<file path="src/rtl/cam_init_pkg.sv">
package cam_init_pkg;

  typedef enum logic [1:0] {OP_WRITE = 2'd0, OP_READ = 2'd1, OP_STOP = 2'd2} cmd_op_e;
  typedef enum logic [1:0] {K_WRITE = 2'd0, K_READ_ID = 2'd1, K_POLL = 2'd2} ent_kind_e;
  typedef enum logic [2:0] {
    S_IDLE, S_RST, S_FETCH, S_WAIT, S_ISSUE, S_RSP, S_CHECK, S_DONE
  } seq_state_e;

  typedef struct packed {
    ent_kind_e   kind;
    logic        pre_wait;
    logic [15:0] addr;
    logic [15:0] data;
  } ent_t;

  localparam int unsigned NUM_ENT   = 19;
  localparam int unsigned ENT_W     = $clog2(NUM_ENT);
  localparam int unsigned STEP_W    = 3;
  localparam int unsigned EXP_BYTES = 4 * (NUM_ENT - 2);
  localparam int unsigned BYTE_W    = $clog2(EXP_BYTES + 1);
  localparam logic [6:0]  DEV_ADDR  = 7'h3C;

  function automatic ent_t mk_ent(ent_kind_e k, logic w, logic [15:0] a, logic [15:0] d);
    ent_t e;
    e.kind     = k;
    e.pre_wait = w;
    e.addr     = a;
    e.data     = d;
    return e;
  endfunction

endpackage

</file>
<file path="src/rtl/cam_init_rom.sv">
module cam_init_rom
  import cam_init_pkg::*;
(
  input  logic [ENT_W-1:0] idx_i,
  output ent_t             ent_o
);

  always_comb begin
    case (idx_i)
      5'd0:    ent_o = mk_ent(K_READ_ID, 1'b0, 16'h3000, 16'h0000);
      5'd1:    ent_o = mk_ent(K_WRITE,   1'b0, 16'h3386, 16'h0501);
      5'd2:    ent_o = mk_ent(K_WRITE,   1'b0, 16'h3386, 16'h0500);
      5'd3:    ent_o = mk_ent(K_WRITE,   1'b0, 16'h3214, 16'h0D85);
      5'd4:    ent_o = mk_ent(K_WRITE,   1'b0, 16'h341E, 16'h8F09);
      5'd5:    ent_o = mk_ent(K_WRITE,   1'b0, 16'h341C, 16'h0250);
      5'd6:    ent_o = mk_ent(K_WRITE,   1'b1, 16'h341E, 16'h8F09);
      5'd7:    ent_o = mk_ent(K_WRITE,   1'b0, 16'h341E, 16'h8F08);
      5'd8:    ent_o = mk_ent(K_WRITE,   1'b0, 16'h3202, 16'h0008);
      5'd9:    ent_o = mk_ent(K_WRITE,   1'b0, 16'h338C, 16'h2797);
      5'd10:   ent_o = mk_ent(K_WRITE,   1'b0, 16'h3390, 16'h0020);
      5'd11:   ent_o = mk_ent(K_WRITE,   1'b0, 16'h338C, 16'h2707);
      5'd12:   ent_o = mk_ent(K_WRITE,   1'b0, 16'h3390, 16'h0280);
      5'd13:   ent_o = mk_ent(K_WRITE,   1'b0, 16'h338C, 16'h2709);
      5'd14:   ent_o = mk_ent(K_WRITE,   1'b0, 16'h3390, 16'h01E0);
      5'd15:   ent_o = mk_ent(K_WRITE,   1'b0, 16'h338C, 16'hA103);
      5'd16:   ent_o = mk_ent(K_WRITE,   1'b0, 16'h3390, 16'h0002);
      5'd17:   ent_o = mk_ent(K_POLL,    1'b0, 16'h3390, 16'h0000);
      5'd18:   ent_o = mk_ent(K_WRITE,   1'b0, 16'h301A, 16'h02CC);
      default: ent_o = mk_ent(K_WRITE,   1'b0, 16'h301A, 16'h02CC);
    endcase
  end

endmodule

</file>
<file path="src/rtl/cam_init_step.sv">
module cam_init_step
  import cam_init_pkg::*;
(
  input  ent_t              ent_i,
  input  logic [STEP_W-1:0] step_i,
  input  logic              abort_i,
  output cmd_op_e           op_o,
  output logic              start_o,
  output logic              stop_o,
  output logic              nak_o,
  output logic [7:0]        byte_o,
  output logic              last_o
);

  logic is_wr;
  assign is_wr  = (ent_i.kind == K_WRITE);
  assign last_o = is_wr ? (step_i == 3'd4) : (step_i == 3'd5);

  always_comb begin
    op_o    = OP_WRITE;
    start_o = 1'b0;
    stop_o  = 1'b0;
    nak_o   = 1'b0;
    byte_o  = 8'h00;
    if (abort_i) begin
      op_o   = OP_STOP;
      stop_o = 1'b1;
    end else begin
      case (step_i)
        3'd0: begin byte_o = {DEV_ADDR, 1'b0}; start_o = 1'b1; end
        3'd1: byte_o = ent_i.addr[15:8];
        3'd2: begin byte_o = ent_i.addr[7:0]; stop_o = !is_wr; end
        3'd3: begin
          if (is_wr) byte_o = ent_i.data[15:8];
          else begin byte_o = {DEV_ADDR, 1'b1}; start_o = 1'b1; end
        end
        3'd4: begin
          if (is_wr) begin byte_o = ent_i.data[7:0]; stop_o = 1'b1; end
          else op_o = OP_READ;
        end
        3'd5: begin op_o = OP_READ; nak_o = 1'b1; stop_o = 1'b1; end
        default: ;
      endcase
    end
  end

endmodule

</file>
<file path="src/rtl/cam_init_timer.sv">
module cam_init_timer #(
  parameter int unsigned W = 8
) (
  input  logic         clk_i,
  input  logic         rst_ni,
  input  logic         load_i,
  input  logic [W-1:0] val_i,
  output logic         zero_o
);

  logic [W-1:0] cnt_q;

  always_ff @(posedge clk_i or negedge rst_ni) begin
    if (!rst_ni)              cnt_q <= '0;
    else if (load_i)          cnt_q <= val_i;
    else if (cnt_q != '0)     cnt_q <= cnt_q - W'(1);
  end

  assign zero_o = (cnt_q == '0);

endmodule

</file>
<file path="src/rtl/cam_init_seq.sv">
module cam_init_seq
  import cam_init_pkg::*;
#(
  parameter int unsigned RST_HOLD_CYC = 20_000_000,
  parameter int unsigned PLL_WAIT_CYC = 5_000_000,
  parameter int unsigned ERR_CNT_W    = 8
) (
  input  logic                 clk_i,
  input  logic                 rst_ni,
  input  logic                 start_i,
  output logic                 busy_o,
  output logic                 done_o,
  output logic                 error_o,
  output logic [15:0]          chip_id_o,
  output logic [ERR_CNT_W-1:0] err_cnt_o,
  output logic [BYTE_W-1:0]    wr_bytes_o,
  output logic                 cam_rst_o,
  output logic                 cam_pwdn_o,
  output logic                 cmd_valid_o,
  input  logic                 cmd_ready_i,
  output logic [1:0]           cmd_op_o,
  output logic                 cmd_start_o,
  output logic                 cmd_stop_o,
  output logic                 cmd_nak_o,
  output logic [7:0]           cmd_byte_o,
  input  logic                 rsp_valid_i,
  input  logic                 rsp_nack_i,
  input  logic [7:0]           rsp_data_i
);

  localparam int unsigned      TMAX     = (RST_HOLD_CYC > PLL_WAIT_CYC) ? RST_HOLD_CYC : PLL_WAIT_CYC;
  localparam int unsigned      TW       = $clog2(TMAX + 1);
  localparam logic [ENT_W-1:0] LAST_ENT = ENT_W'(NUM_ENT - 1);

  seq_state_e               st_q;
  logic [ENT_W-1:0]         ent_q;
  logic [STEP_W-1:0]        step_q;
  logic                     abort_q, err_q, pwdn_q;
  logic [ERR_CNT_W-1:0]     err_cnt_q;
  logic [BYTE_W-1:0]        bytes_q;
  logic [15:0]              chip_q;
  logic [7:0]               rd_hi_q;

  ent_t                     ent;
  cmd_op_e                  c_op;
  logic                     c_start, c_stop, c_nak, c_last;
  logic [7:0]               c_byte;
  logic                     t_load, t_zero;
  logic [TW-1:0]            t_val;
  logic                     go, nacked, poll_again, ent_fin;

  cam_init_rom u_rom (.idx_i(ent_q), .ent_o(ent));

  cam_init_step u_step (
    .ent_i(ent), .step_i(step_q), .abort_i(abort_q),
    .op_o(c_op), .start_o(c_start), .stop_o(c_stop), .nak_o(c_nak),
    .byte_o(c_byte), .last_o(c_last)
  );

  // one timer serves both the reset hold and the PLL settle wait
  assign go     = start_i && (st_q == S_IDLE || st_q == S_DONE);
  assign t_load = go || (st_q == S_FETCH && ent.pre_wait);
  assign t_val  = go ? TW'(RST_HOLD_CYC - 1) : TW'(PLL_WAIT_CYC - 1);

  cam_init_timer #(.W(TW)) u_tmr (
    .clk_i(clk_i), .rst_ni(rst_ni), .load_i(t_load), .val_i(t_val), .zero_o(t_zero)
  );

  assign nacked     = !abort_q && c_op == OP_WRITE && rsp_nack_i;
  assign poll_again = !abort_q && ent.kind == K_POLL && c_last && rsp_data_i != 8'h00;
  assign ent_fin    = abort_q || (nacked && c_stop) || (!nacked && c_last && !poll_again);

  always_ff @(posedge clk_i or negedge rst_ni) begin
    if (!rst_ni) begin
      st_q      <= S_IDLE;
      ent_q     <= '0;
      step_q    <= '0;
      abort_q   <= 1'b0;
      err_q     <= 1'b0;
      pwdn_q    <= 1'b1;
      err_cnt_q <= '0;
      bytes_q   <= '0;
      chip_q    <= '0;
      rd_hi_q   <= '0;
    end else begin
      case (st_q)
        S_IDLE, S_DONE: if (start_i) begin
          st_q      <= S_RST;
          ent_q     <= '0;
          step_q    <= '0;
          abort_q   <= 1'b0;
          err_q     <= 1'b0;
          pwdn_q    <= 1'b0;
          err_cnt_q <= '0;
          bytes_q   <= '0;
          chip_q    <= '0;
        end
        S_RST:   if (t_zero) st_q <= S_FETCH;
        S_FETCH: st_q <= ent.pre_wait ? S_WAIT : S_ISSUE;
        S_WAIT:  if (t_zero) st_q <= S_ISSUE;
        S_ISSUE: if (cmd_ready_i) st_q <= S_RSP;
        S_RSP: if (rsp_valid_i) begin
          if (nacked) begin
            err_q <= 1'b1;
            if (err_cnt_q != '1) err_cnt_q <= err_cnt_q + ERR_CNT_W'(1);
          end else if (!abort_q) begin
            if (ent.kind == K_WRITE && step_q != '0) bytes_q <= bytes_q + BYTE_W'(1);
            if (ent.kind != K_WRITE && step_q == 3'd4) rd_hi_q <= rsp_data_i;
            if (ent.kind == K_READ_ID && c_last) chip_q <= {rd_hi_q, rsp_data_i};
          end
          if (ent_fin) begin
            abort_q <= 1'b0;
            step_q  <= '0;
            if (ent_q == LAST_ENT) st_q <= S_CHECK;
            else begin
              ent_q <= ent_q + ENT_W'(1);
              st_q  <= S_FETCH;
            end
          end else if (nacked) begin
            abort_q <= 1'b1;
            st_q    <= S_ISSUE;
          end else if (poll_again) begin
            step_q <= '0;
            st_q   <= S_ISSUE;
          end else begin
            step_q <= step_q + STEP_W'(1);
            st_q   <= S_ISSUE;
          end
        end
        S_CHECK: begin
          if (bytes_q != BYTE_W'(EXP_BYTES)) err_q <= 1'b1;
          st_q <= S_DONE;
        end
        default: st_q <= S_IDLE;
      endcase
    end
  end

  assign busy_o      = !(st_q == S_IDLE || st_q == S_DONE);
  assign done_o      = (st_q == S_DONE);
  assign error_o     = err_q;
  assign chip_id_o   = chip_q;
  assign err_cnt_o   = err_cnt_q;
  assign wr_bytes_o  = bytes_q;
  assign cam_rst_o   = (st_q == S_RST);
  assign cam_pwdn_o  = pwdn_q;
  assign cmd_valid_o = (st_q == S_ISSUE);
  assign cmd_op_o    = c_op;
  assign cmd_start_o = c_start;
  assign cmd_stop_o  = c_stop;
  assign cmd_nak_o   = c_nak;
  assign cmd_byte_o  = c_byte;

  assert_cmd_stable_R2: assert property (@(posedge clk_i) disable iff (!rst_ni)
    cmd_valid_o && !cmd_ready_i |=> cmd_valid_o && $stable(cmd_byte_o) && $stable(cmd_op_o)
      && $stable(cmd_start_o) && $stable(cmd_stop_o) && $stable(cmd_nak_o));

  assert_one_outstanding_R2: assert property (@(posedge clk_i) disable iff (!rst_ni)
    cmd_valid_o && cmd_ready_i |=> !cmd_valid_o);

  assert_rst_phase_R1: assert property (@(posedge clk_i) disable iff (!rst_ni)
    cam_rst_o |-> busy_o && !cam_pwdn_o && !cmd_valid_o);

  assert_bytes_step_R9: assert property (@(posedge clk_i) disable iff (!rst_ni)
    busy_o |=> (wr_bytes_o == $past(wr_bytes_o)) || (wr_bytes_o == $past(wr_bytes_o) + BYTE_W'(1)));

  assert_err_sticky_R10: assert property (@(posedge clk_i) disable iff (!rst_ni)
    busy_o && error_o |=> error_o);

  assert_errcnt_quiet_R10: assert property (@(posedge clk_i) disable iff (!rst_ni)
    busy_o && !rsp_valid_i |=> $stable(err_cnt_o));

  assert_done_hold_R11: assert property (@(posedge clk_i) disable iff (!rst_ni)
    done_o && !start_i |=> done_o);

endmodule

</file>
<file path="config.mk">
export PLATFORM = sky130hd
export DESIGN_NAME = cam_init_seq
export DESIGN_NICKNAME = d
export VERILOG_FILES = /design/src/rtl/cam_init_pkg.sv /design/src/rtl/cam_init_rom.sv /design/src/rtl/cam_init_step.sv /design/src/rtl/cam_init_timer.sv /design/src/rtl/cam_init_seq.sv
export SDC_FILE = /design/constraint.sdc
export NUM_CORES = 1
export LEC_CHECK = 0
export ABC_AREA = 1
export BUFFER_PORTS_ARGS = -buffer_cell sky130_fd_sc_hd__buf_2
export CELL_PAD_IN_SITES_DETAIL_PLACEMENT = 0
export CELL_PAD_IN_SITES_GLOBAL_PLACEMENT = 1
export CORE_ASPECT_RATIO = 0.9
export CORE_UTILIZATION = 45
export DETAILED_ROUTE_END_ITERATION = 8
export GPL_TIMING_DRIVEN = 1
export HOLD_SLACK_MARGIN = 0.05
export PLACE_DENSITY_LB_ADDON = 0.25
export RECOVER_POWER = 50
export SLEW_MARGIN = 20
export SYNTH_ARGS = -nofsm -noshare
export SYNTH_HDL_FRONTEND = slang
export SYNTH_SLANG_ARGS = --single-unit
</file>
<file path="constraint.sdc">
create_clock -name clk_i -period 3.45 [get_ports clk_i]
set_clock_uncertainty 0.2 [all_clocks]
set_input_delay 0.345 -clock clk_i [delete_from_list [all_inputs] [get_ports clk_i]]
set_output_delay 0.345 -clock clk_i [all_outputs]
set_load 0.01 [all_outputs]
</file>
==> metrics.txt <==
status complete, but fails checks; failing checks capacitance limit, slew limit; maximum VDD drop approximately 370 uV; Sw Pwr 0.00153 W; Routed WL 12,900 um; final setup fails 0; number of detailed-route iterations in the first pass 5; Inserted Clock Buffers 9; Hold Crit Depth 3; number of flops mapped to enable cells by yosys 0; Switching Share 42.0%; Logic pwr share between 30 and 40%; overall overflow remaining after global route 0; RSZ-0062 raised after global routing no; FFs w/ async S/R, synth 100%; Detail Route Antenna Nets 0; total track usage between 20% and 30%; Yosys warnings 0; Post-synth top cells nand2_1 (164), dfrtp_1 (77), nor2_1 (75); adder-cell share of the synthesized area under 10%; FF-to-FF Start ent_q[0]$_DFFE_PN0P_; CP Max Fanout 13; Startpoint Class flop; Final Hold Viols 0; layout cells sized above 1 15.3%; post-layout util 53.3%; Slew HR -30.6%; cell with the most instances after synthesis nand2_1; Hold Path Origin rsp_data_i[1]; R2R cell count 13; die height 103 um; CTS tree built; Sink Count 78; CP required ~2900 ps; Mapped Cells 678; sequential area share after synthesis about two fifths; DR iter-0 viols 381; Synth Flop Type dfrtp_1; largest net degree at the start of global routing 79; Synth top area share 37.8%; Die W 114 um; Cell Int Power 0.00211 W; flops & latches, synth 78; syn avg cell area 7.52 um2; # nets final 773; dpl hpwl 9480 um; Compound-Gate Fraction of Synth Area 12.7%; PwrDens between 600 and 700 nW/um2; leakage power 2.82 nW; multiplexer share of the synthesized area 1.77%; top cells by area, synth dfrtp_1 (38%), nand2_1 (12%), nor2_1 (5.5%), ha_1 (4.7%), inv_1 (4.6%); core footprint 10,900 um2; vias around 4.7k; main combinational cell family by area after synthesis simple AND/OR/NAND/NOR gates; worst hold path type in -> reg; vias in the first global route 4,235; Synth Area in Simple Gates 30.7%; Antenna diodes 0; # rows 36; WL/cell 14.3 um; clock share of power 26.7%; Clock transition at path regs around 60 ps; initial antenna violation count 0; first-pass GRT wire length around 21,000 um; synthesized cell area 5100 um2; post-synth cell types 47; DR DRC count 0; Final period util 88.1%; CTS Buffer Depth 2; reg2reg end chip_id_o[12]$_DFFE_PN0P_; CP arrival 2490 ps; Hold Path End rd_hi_q[1]$_DFFE_PN0P_; number of vias per cell 5.22; die area 11,800 um2; Least-Margin Pin Slew 1960 ps; sequential share of power 33.4%; R2R setup slack slightly above 700 ps; clock root cell clkbuf_16; Fmax achieved 329 MHz; routability congestion estimate 0.941; IO Pins 64; Fin Setup TNS 0 ps; effective utilization at floorplan 46.6%; area grow syn2layout 14.4%; Yosys top cell by area dfrtp_1; Max Cap Violations 1; Post-Syn Nets 711; xor and xnor fraction of the mapped netlist area 4.29%; # Post-CTS Setup Buffers 0; H-tree depth 3; CP Capture Type output pin; critical path class reg -> out; fin crit period 3040 ps; fin. max-slew vios 79; number of port buffers 63; Skew-Pair Late Insertion Delay 330 ps
## repair_timing
action / 4_1_cts / 5_1_grt
hold buffers: 5 / 0
gates resized for setup: 0 / 0
endpoints found under the hold margin: 56 / 0
## worst max path at each step
stage / from / end / cells past startpoint
floorplan: ent_q[0]$_DFFE_PN0P_ / cmd_byte_o[5] / 12
global placement: ent_q[2]$_DFFE_PN0P_ / cmd_byte_o[2] / 10
detailed placement: ent_q[0]$_DFFE_PN0P_ / chip_id_o[12]$_DFFE_PN0P_ / 13
CTS: ent_q[2]$_DFFE_PN0P_ / cmd_byte_o[2] / 10
global route: ent_q[2]$_DFFE_PN0P_ / cmd_byte_o[2] / 10
finish: ent_q[2]$_DFFE_PN0P_ / cmd_byte_o[2] / 10
## metrics by stage
stage	power, W	worst slack (ps)	cell area (um2)	hold WS, ps	cells
detailed placement	0.00269	743	5510	233	876
CTS	0.00368	449	5870	50.3	897
global placement	0.00267	666	5510	233	876
finish	0.00364	410	5840	52.6	897
floorplan	0.00232	1190	5100	-151	678
global route	0.00391	198	5840	63.8	897
## state kept, by name, indices dropped and copies added (netlist names)
register	flops
st_q	3
abort_q	1
error_o	1
u_tmr.cnt_q	25
cam_pwdn_o	1
wr_bytes_o	7
chip_id_o	16
err_cnt_o	8
rd_hi_q	8
step_q	3
ent_q	5
## cell usage in the layout, fill, tap and decap left out, types with 13 or more instances in the layout
cell / netlist / layout
a21oi_1: 27 / 27
a31oi_1: 13 / 13
buf_2: 4 / 37
clkbuf_1: 9 / 25
dfrtp_1: 77 / 77
ha_1: 19 / 19
inv_1: 62 / 62
nand2_1: 164 / 164
nand2_2: 14 / 14
nand3_1: 43 / 43
nor2_1: 75 / 75
nor3_1: 13 / 13
o21ai_0: 23 / 23
o21ai_1: 24 / 24
xor2_1: 16 / 16
## cell families after synthesis
logic type,count (synthesis)
buf+inv,91
xor+xnor,25
fa+ha+maj,19
flops,78
simple gates,347
mux,9
compound gates,109
## final cells by class
type                            count  area, um2
Fill cell                        1088       5110
Multi-Input combinational cell    509       2760
Sequential cell                    78       1950
Timing Repair Buffer               71        357
Inverter                           71        267
Clock buffer                       11        253
Tap cell                          152        190
Clock inverter                      5       56.3
## power groups by stage
stage | clock, W | combinational [W] | sequential (W)
2_1_floorplan | 0 | 0.00111 | 0.00121
4_1_cts | 0.000994 | 0.00148 | 0.00121
5_1_grt | 0.00103 | 0.00164 | 0.00124
6_report | 0.000972 | 0.00145 | 0.00122
3_5_place_dp | 0 | 0.00147 | 0.00122
3_3_place_gp | 0 | 0.00145 | 0.00122
## worst max-delay path, stage by stage (launching register included)
cell      delay (ps)
dfrtp_1          460
buf_4            220
nor2_2           200
inv_1            120
nor3_1           430
nor2_1           190
o311ai_0         130
nand2_1           80
o21ai_0          150
inv_1             50
buf_2            130
## per-layer routing
| layer | vias to the layer above | GRT usage, % | wire (um) |
|---|---|---|---|
| met1 | 2199 | 34.0 | 6500 |
| li1 | 2331 | - | - |
| met3 | 11 | 5.35 | 811 |
| met5 | - | 0 | 0 |
| met2 | 138 | 34.0 | 5440 |
| met4 | 0 | 4.60 | 113 |
(Power assumes the default switching activity.)
